<file path="src/rtl/rdo_pkg.sv">
package rdo_pkg;

  localparam int unsigned DIGIT_W = 4;

  // one column's answer to the scanner
  typedef struct packed {
    logic [DIGIT_W-1:0] code;
    logic               blank;
    logic               mark;
  } rdo_col_t;

endpackage

</file>
<file path="src/rtl/rdo_ovf_flag.sv">
module rdo_ovf_flag (
  input  logic clk,
  input  logic rst_n,
  input  logic set_i,
  input  logic clr_i,
  output logic flag_o
);

  logic flag_q;
  logic flag_d;
  logic flag_en;

  // clear has priority over a simultaneous carry
  always_comb begin
    flag_en = set_i | clr_i;
    flag_d  = flag_q;
    if (clr_i) begin
      flag_d = 1'b0;
    end else if (set_i) begin
      flag_d = 1'b1;
    end
  end

  always_ff @(posedge clk or negedge rst_n) begin
    if (!rst_n) begin
      flag_q <= 1'b0;
    end else if (flag_en) begin
      flag_q <= flag_d;
    end
  end

  assign flag_o = flag_q;

endmodule

</file>
<file path="src/rtl/rdo_zero_scan.sv">
module rdo_zero_scan
  import rdo_pkg::*;
#(
  parameter int unsigned NDIG = 8,
  localparam int unsigned BUS_W = NDIG * DIGIT_W
) (
  input  logic [BUS_W-1:0] digits_i,
  output logic [NDIG-1:0]  blank_o
);

  // run_zero[i]: digit i and every digit to its left are zero
  logic [NDIG:0] run_zero;

  assign run_zero[NDIG] = 1'b1;

  for (genvar i = NDIG - 1; i >= 0; i--) begin : g_run
    assign run_zero[i] = run_zero[i+1] & (digits_i[i*DIGIT_W +: DIGIT_W] == '0);
    if (i == 0) begin : g_lsd
      assign blank_o[i] = 1'b0;
    end else begin : g_upper
      assign blank_o[i] = run_zero[i];
    end
  end

endmodule

</file>
<file path="src/rtl/rdo_col_sel.sv">
module rdo_col_sel
  import rdo_pkg::*;
#(
  parameter int unsigned NDIG = 8,
  localparam int unsigned COL_W = (NDIG > 1) ? $clog2(NDIG) : 1,
  localparam int unsigned NSLOT = 1 << COL_W,
  localparam int unsigned BUS_W = NDIG * DIGIT_W
) (
  input  logic             clk,
  input  logic             rst_n,
  input  logic [BUS_W-1:0] digits_i,
  input  logic [NDIG-1:0]  blank_i,
  input  logic             ovf_i,
  input  logic [COL_W-1:0] col_i,
  output rdo_col_t         col_o
);

  localparam logic [COL_W-1:0] TOP_COL = COL_W'(NDIG - 1);

  logic [DIGIT_W-1:0] slot_code [NSLOT];
  logic [NSLOT-1:0]   slot_blank;
  rdo_col_t           col_d;
  rdo_col_t           col_q;
  logic               col_en;

  // pad unused index slots as blank columns
  for (genvar s = 0; s < NSLOT; s++) begin : g_slot
    if (s < NDIG) begin : g_real
      assign slot_code[s]  = digits_i[s*DIGIT_W +: DIGIT_W];
      assign slot_blank[s] = blank_i[s];
    end else begin : g_pad
      assign slot_code[s]  = '0;
      assign slot_blank[s] = 1'b1;
    end
  end

  always_comb begin
    col_en      = 1'b1;
    col_d.code  = '0;
    col_d.blank = 1'b0;
    col_d.mark  = 1'b0;
    if (ovf_i && (col_i == TOP_COL)) begin
      col_d.mark = 1'b1;
    end else if (slot_blank[col_i]) begin
      col_d.blank = 1'b1;
    end else begin
      col_d.code = slot_code[col_i];
    end
  end

  always_ff @(posedge clk or negedge rst_n) begin
    if (!rst_n) begin
      col_q.code  <= '0;
      col_q.blank <= 1'b1;
      col_q.mark  <= 1'b0;
    end else if (col_en) begin
      col_q <= col_d;
    end
  end

  assign col_o = col_q;

endmodule

</file>
<file path="src/rtl/rdo_digit_readout.sv">
module rdo_digit_readout
  import rdo_pkg::*;
#(
  parameter int unsigned NDIG = 8,
  localparam int unsigned COL_W = (NDIG > 1) ? $clog2(NDIG) : 1,
  localparam int unsigned BUS_W = NDIG * DIGIT_W
) (
  input  logic               clk,
  input  logic               rst_n,
  input  logic [BUS_W-1:0]   count_digits,
  input  logic               msd_carry,
  input  logic               count_clr,
  input  logic [COL_W-1:0]   scan_col,
  output logic [DIGIT_W-1:0] digit_code,
  output logic               digit_blank,
  output logic               ovf_mark
);

  logic [1:0]      rst_pipe;
  logic            rst_sync_n;
  logic            ovf_flag;
  logic [NDIG-1:0] blank_vec;
  rdo_col_t        col_out;

  // asynchronous assert, synchronous release
  always_ff @(posedge clk or negedge rst_n) begin
    if (!rst_n) begin
      rst_pipe <= 2'b00;
    end else begin
      rst_pipe <= {rst_pipe[0], 1'b1};
    end
  end

  assign rst_sync_n = rst_pipe[1];

  rdo_ovf_flag u_flag (
    .clk    (clk),
    .rst_n  (rst_sync_n),
    .set_i  (msd_carry),
    .clr_i  (count_clr),
    .flag_o (ovf_flag)
  );

  rdo_zero_scan #(.NDIG(NDIG)) u_zscan (
    .digits_i (count_digits),
    .blank_o  (blank_vec)
  );

  rdo_col_sel #(.NDIG(NDIG)) u_sel (
    .clk      (clk),
    .rst_n    (rst_sync_n),
    .digits_i (count_digits),
    .blank_i  (blank_vec),
    .ovf_i    (ovf_flag),
    .col_i    (scan_col),
    .col_o    (col_out)
  );

  assign digit_code  = col_out.code;
  assign digit_blank = col_out.blank;
  assign ovf_mark    = col_out.mark;

endmodule

</file>
<file path="config.mk">
export PLATFORM = sky130hd
export DESIGN_NAME = rdo_digit_readout
export DESIGN_NICKNAME = d
export VERILOG_FILES = /design/src/rtl/rdo_pkg.sv /design/src/rtl/rdo_ovf_flag.sv /design/src/rtl/rdo_zero_scan.sv /design/src/rtl/rdo_col_sel.sv /design/src/rtl/rdo_digit_readout.sv
export SDC_FILE = /design/constraint.sdc
export NUM_CORES = 1
export LEC_CHECK = 0
export BUFFER_PORTS_ARGS = -buffer_cell sky130_fd_sc_hd__buf_2
export CAP_MARGIN = 20
export CORE_UTILIZATION = 39
export CTS_BUF_LIST = sky130_fd_sc_hd__clkbuf_16
export DETAILED_ROUTE_END_ITERATION = 8
export PLACE_DENSITY = 0.77
export SLEW_MARGIN = 20
export SYNTH_ARGS = -nofsm -noshare
export SYNTH_HDL_FRONTEND = slang
export SYNTH_SLANG_ARGS = --single-unit
</file>
<file path="constraint.sdc">
create_clock -name clk -period 0.95 [get_ports clk]
set_input_delay 0.285 -clock clk [delete_from_list [all_inputs] [get_ports clk]]
set_output_delay 0.285 -clock clk [all_outputs]
set_load 0.05 [all_outputs]
</file>
==> results of run 1 <==
## cells in the mapped netlist, types with 2 or more instances
cell and n:
mux4_1 2, o22ai_1 3, nor2b_1 3, mux4_2 3
dfrtp_1 8, clkbuf_1 2, a211oi_1 6, nand2_1 6
nor2_1 10, nor4_1 5, buf_2 2, inv_1 3
## area by class of cell
| type | instances | area [sq um] |
|---|---|---|
| sequential | 9 | 226 |
| inverter | 3 | 11.3 |
| fill | 90 | 337 |
| multi-input combinational | 48 | 419 |
| tap | 16 | 20.0 |
| timing repair buffer | 59 | 414 |
| clock buffer | 3 | 75.1 |
| clock inverter | 1 | 3.75 |
## worst max path at each step
stage	endpoint	cells after the start
detailed placement	u_sel.col_o[1]	5
global placement	u_sel.col_o[1]	5
global route	u_sel.col_o[1]	5
floorplan	u_sel.col_o[1]	4
finish	u_sel.col_o[1]	5
CTS	u_sel.col_o[1]	5
## flip-flops by register name (all words and copies together), names as in the netlist
| register | flops |
|---|---|
| u_sel.col_o | 6 |
| u_flag.flag_o | 1 |
| rst_pipe | 2 |
## metrics by stage
| stage | instances | power, mW | setup WS, ns |
|---|---|---|---|
| after floorplan | 64 | 0.654 | -0.481 |
| after global placement | 130 | 0.797 | -0.628 |
| after detailed placement | 130 | 0.804 | -0.655 |
| after CTS | 139 | 1.61 | -0.359 |
| after global routing | 139 | 1.69 | -0.438 |
| final | 139 | 1.65 | -0.394 |
## layout by cell type, fill, tap and decap left out, drive strengths merged, types with 3 or more instances in the layout
master	instances
a211oi	6
buf	58
clkbuf	3
dfrtp	8
inv	4
mux4	5
nand2	6
nor2	10
nor2b	3
nor4	5
o22ai	3
## kinds of logic (layout without fill, tap and decap cells)
family,Yosys count,after routing
simple gates,27,27
compound gates,14,14
flops,9,9
buf+inv,7,66
mux,6,6
other cells,1,1
## power groups by stage
stage | Combinational (mW) | Clock [mW] | Sequential (mW)
global placement | 0.366 | 0 | 0.431
global route | 0.504 | 0.753 | 0.437
detailed placement | 0.373 | 0 | 0.431
finish | 0.480 | 0.731 | 0.434
CTS | 0.442 | 0.733 | 0.433
floorplan | 0.142 | 0 | 0.512
## metal layers
metal | wire (um) | track usage | vias up | part of all wire
met5 | 0 | 0 | - | 0
met4 | 82 | 0.113 | 0 | 0.034
met3 | 221 | 0.0474 | 13 | 0.091
met2 | 1250 | 0.508 | 64 | 0.51
met1 | 885 | 0.363 | 390 | 0.36
li1 | - | - | 363 | -
## what timing repair did
item                                    CTS  global route
pin swaps                                 5             1
resized for setup                        23             9
hold endpoints to repair                  2             0
endpoints found under the setup margin   11            11
hold buffers                              1             0
gates cloned                              0             0
buffers inserted                          4             0
==> impl_results.md, run 1 <==
* Core area at around 0.0015 sq mm
* Power Internal at 1.20 mW
* Sw frac at 0.272
* Initial DRC Count at 30
* TritonCTS clock tree: done
* Site Rows at 14
* Post-route cell area at about 0.0012 sq mm
* Area growth syn-to-layout at 85.5%
* CTS sink count at 9
* Adder-Cell Fraction of Synth Area at 0
* WP data required at 1.07 ns
* Clock transition at path regs at 0.04 ns
* Critical path's top delay family: compound AO/OA/AOI/OAI gates
* Critical path origin: count_digits[6]
* Routed wire length at approximately 2.4 mm
* CP cell instances: buf_6 > or4b_4 > o21bai_1 > a41oi_2 > a2111oi_2
* Capture point of the worst reg-to-reg path: u_sel.col_o[1]
* Setup slack, reg-to-reg at -0.26 ns
* Synth Flop Type: dfrtp_1
* Initial Util at 0.419
* Setup CP Type: primary input to flop
* Yosys warnings at 0
* FMAX at 0.744 GHz
* Vias in the first global route at between 800 and 900
* Final Core Density at 0.777
* Switching pwr at around 450 uW
* PD cells at 1410 mW/mm^2
* Fin worst setup slack at -0.394 ns
* Synth top area cells: dfrtp_1 (32%), mux4_2 (11%), mux4_1 (8.3%), a211oi_1 (7.1%), nor2_1 (6.0%)
* Compound-gate portion of the synthesized area at 0.173
* Sequential share of the synthesized area at 0.359
* CTS buffer count at 3
* Setup violators final at 11
* Crit path max fanout at 2
* Syn_area_per_cell at 9.85 sq um
* Fin. max-slew vios at 0
* Max_cap viols at 0
* Cell Area, Placed at 927 sq um
* Clock buffer depth at 2
* Total gr overflow at 0
* Register share of total power at 0.264
* Mapped Area at 631 sq um
* WHS at 0.119 ns
* Via count at 830
* GRT Total Usage at 0.293
* Synth cell types at 23
* Period utilization at 1.41
* Initial antenna violation count at 0
* Post-synthesis simple-gate area fraction at 0.210
* ANT nets after route at 0
* Full die area at 0.00178 sq mm
* Syn nets at 103
* Number of flops mapped to enable cells by yosys at 0
* Gpl congestion at about 0.9
* # nets final at 163
* Pre-antenna DRT Iters at 4
* Crit path buf inv count at 1
* Vias/cell at 5.97
* Leak at 0.550 nW
* Number of diodes at 0
* Reg2Reg Depth at 4
* Measured slew at the worst slew-check pin at 0.582 ns
* Root Driver: clkbuf_16
* Largest family of logic cells by synthesized area: simple AND/OR/NAND/NOR gates
* Gate Count Post-Synth at 64
* Residual DRC at 0
* Combinational share of power at 0.292
* Top cell type by total area after synthesis: dfrtp_1
* Startpoint type of the worst setup path: primary input
* Crit-path slowest cell: or4b_4
* Minimum clock period at around 1.3 ns
* H-tree depth at 1
* Wirelength per Cell at 17.5 um
* FF-to-FF Start: u_flag.flag_o
* Die width at 42.2 um
* Clock power frac at 0.444
* Slowest Stage Delay on Critical Path at roughly 0.52 ns
* First-pass GRT wire length at a little under 4 mm
* Yosys reg bits at 9
* Largest net degree at the start of global routing at 10
* Share of flip-flops with an asynchronous set or reset at 1.00
* Unrepaired setup endpoints after global routing: true
* Failing checks: negative setup slack
* Final TNS setup at -1.88 ns
* Xor and xnor area share after synthesis at 0
* Chip Height at between 40 and 50 um
* Worst setup EP type: flop
* Fin. Hold Viols at 0
* Half-perimeter wire length after placement at 1.52 mm
* Relative slew slack at 0.608
* # IOs at between 40 and 50
* Yosys top cell area share at 0.317
* Worst IR Drop VDD at roughly 1100 uV
* Share of post-route cells with drive strength above 1 at 0.642
* Buffers on Ports at 44
* Status: complete, but fails checks
* Critical path arrival at 1.47 ns
* HP Class: flop to async pin
* Multiplexer share of the synthesized area at 0.206
* Worst Clk Skew at around 0.0022 ns
* Clock Latency Late Sink at 0.23 ns
Note: power is estimated with default switching activity, not from simulation.
==> run 2: changes to the inputs <==
--- a/config.mk
+++ b/config.mk
@@ -7,10 +7,10 @@
 export LEC_CHECK = 0
 export BUFFER_PORTS_ARGS = -buffer_cell sky130_fd_sc_hd__buf_2
 export CAP_MARGIN = 20
-export CORE_UTILIZATION = 39
+export CORE_UTILIZATION = 42
 export CTS_BUF_LIST = sky130_fd_sc_hd__clkbuf_16
 export DETAILED_ROUTE_END_ITERATION = 8
-export PLACE_DENSITY = 0.77
+export PLACE_DENSITY = 0.82
 export SLEW_MARGIN = 20
 export SYNTH_ARGS = -nofsm -noshare
 export SYNTH_HDL_FRONTEND = slang
==> constraint.sdc (replaced) <==
create_clock -name clk -period 1.7 [get_ports clk]
set_input_delay 0.51 -clock clk [delete_from_list [all_inputs] [get_ports clk]]
set_output_delay 0.51 -clock clk [all_outputs]
set_load 0.05 [all_outputs]
==> run 2 against run 1 <==
First-iteration DRC count is 50% lower; largest power group unchanged; critical path type unchanged; worst hold slack got worse by 0.060 ns; critical endpoint unchanged; the run now ends clean; clock skew is 0.0020 ns lower; die area decreased by 6.8%; power decreased by 50%; combinational power decreased by 60%.
==> impl_results.md, run 2 (synthesized netlist as in run 1, its figures left out) <==
* Status: finished clean (was complete, but fails checks)
* FMAX at 0.616 GHz
* Total gr overflow at 0 (unchanged)
* Worst setup EP type: flop (unchanged)
* Setup violators final at 0 (was 11)
* TritonCTS clock tree: done (unchanged)
* Pre-antenna DRT Iters at 4 (unchanged)
* Area growth syn-to-layout at 53.6% (was 85.5%)
* First-pass GRT wire length at 2.40 mm (was 3.91 mm)
* Wirelength per Cell at 12.7 um (was 17.5 um)
* Residual DRC at 0 (unchanged)
* Area of the multi-input gates at 375 sq um (was 419 sq um)
* PD cells at 855 mW/mm^2 (was 1410 mW/mm^2)
* Clock Latency Late Sink at 0.23 ns (about the same)
* Initial antenna violation count at 0 (unchanged)
* CTS sink count at 9 (unchanged)
* Fin worst setup slack at 0.0779 ns (was -0.394 ns)
* HP Class: primary input to async pin (was flop to async pin)
* Gpl congestion at 0.882 (was 0.901)
* Commonest non-fill, non-tap cell in the layout: buf_2 (unchanged)
* Vias/cell at 5.53 (was 5.97)
* Leak at 0.475 nW (was 0.550 nW)
* Site Rows at 13 (was 14)
* Most frequent cells in the layout: buf_2 (44), nor2_1 (10), dfrtp_1 (8) (was buf_2 (35), buf_6 (11), buf_4 (10))
* Unrepaired setup endpoints after global routing: true (unchanged)
* Buffers on Ports at 44 (unchanged)
* Worst Clk Skew at 0.000206 ns (was 0.00222 ns)
* Worst IR Drop VDD at 389 uV (was 1120 uV)
* Critical path arrival at 1.74 ns (was 1.47 ns)
* Hold Buf Count CTS at 0 (was 1)
* Clock transition at path regs at 0.04 ns (about the same)
* Largest net degree at the start of global routing at 14 (was 10)
* Critical path origin: count_digits[6] (unchanged)
* Startpoint type of the worst setup path: primary input (unchanged)
* Period utilization at 0.954
* Initial Util at 0.467 (was 0.419)
* Worst slack at placement at -0.171 ns (was -0.655 ns)
* Crit path max fanout at 2 (unchanged)
* Clock buffer depth at 2 (unchanged)
* Full die area at 0.00166 sq mm (was 0.00178 sq mm)
* H-tree depth at 1 (unchanged)
* Core area at 0.00135 sq mm (was 0.00151 sq mm)
* Initial DRC Count at 15 (was 30)
* Storage element area at 226 sq um (unchanged)
* GRT Total Usage at 0.219 (was 0.293)
* CTS buffer count at 3 (unchanged)
* Setup slack, reg-to-reg at 0.52 ns (was -0.26 ns)
* Post_cts resized at 0 (was 23)
* Max_cap viols at 0 (unchanged)
* Half-perimeter wire length after placement at 1.44 mm (was 1.52 mm)
* WHS at 0.0584 ns (was 0.119 ns)
* Capture point of the worst reg-to-reg path: u_sel.col_o[1] (unchanged)
* # nets final at 153 (was 163)
* Via count at 708 (was 830)
* Share of post-route cells with drive strength above 1 at 0.504 (was 0.642)
* Filler Cells Inserted at 107 (was 90)
* Fin. Hold Viols at 0 (unchanged)
* Fin. max-slew vios at 0 (unchanged)
* WP data required at 1.82 ns (was 1.07 ns)
* Chip Height at 40.8 um (was 42.2 um)
* # IOs at 45 (unchanged)
* FF-to-FF Start: u_flag.flag_o (unchanged)
* Setup CP Type: primary input to flop (unchanged)
* Post-CTS Setup Bufs at 0 (was 4)
* Reg2Reg Depth at 4 (unchanged)
* Minimum clock period at 1.62 ns
* Routed wire length at 1.63 mm (was 2.44 mm)
* Max reg flops at 6 (unchanged)
* Vias in the first global route at 620 (was 868)
* Root Driver: clkbuf_16 (unchanged)
* Number of diodes at 0 (unchanged)
* Die width at 40.8 um (was 42.2 um)
* ANT nets after route at 0 (unchanged)
run 2: worst max-delay path by stage:
stage,endpoint,depth (start not counted)
after floorplan,u_sel.col_o[1],4
after global placement,u_sel.col_o[1],5
after detailed placement,u_sel.col_o[1],5
after CTS,u_sel.col_o[1],5
after global routing,u_sel.col_o[1],5
final,u_sel.col_o[1],5
run 2: metrics by stage:
step | TNS, ns | power [mW] | cell area (sq um) | utilization | instances
after floorplan | 0 | 0.355 | 631 | - | 64
after global placement | -0.103 | 0.433 | 890 | 0.659 | 124
after detailed placement | -0.173 | 0.436 | 890 | 0.659 | 124
after CTS | 0 | 0.840 | 968 | 0.717 | 128
after global routing | -0.0363 | 0.868 | 968 | 0.717 | 128
final | 0 | 0.828 | 968 | 0.717 | 128
run 2: final cells by class:
cell class                      instances  area share
Clock buffer                            3      0.0775
Sequential cell                         9       0.234
Multi-Input combinational cell         48       0.388
Inverter                                3      0.0116
Clock inverter                          1     0.00388
Tap cell                               15      0.0194
Timing Repair Buffer                   49       0.266
run 2: routing by layer:
| layer | GRT usage | up-vias | wire length [um] |
|---|---|---|---|
| met2 | 0.405 | 25 | 929 |
| met4 | 0.117 | 0 | 12 |
| met3 | 0.0163 | 2 | 58 |
| met1 | 0.247 | 334 | 630 |
| met5 | 0 | - | 0 |
| li1 | - | 347 | - |
run 2: worst max-delay path: stages:
cell	delay (ns)
buf_2	0.10
or4b_1	0.51
o21bai_1	0.16
a41oi_1	0.15
a2111oi_2	0.32
run 2: power breakdown:
part	switching (mW)	internal [mW]	leakage [nW]
clock network	0.0886	0.306	0.0423
logic	0.109	0.0849	0.327
registers	0.00802	0.232	0.106
total	0.206	0.622	0.475
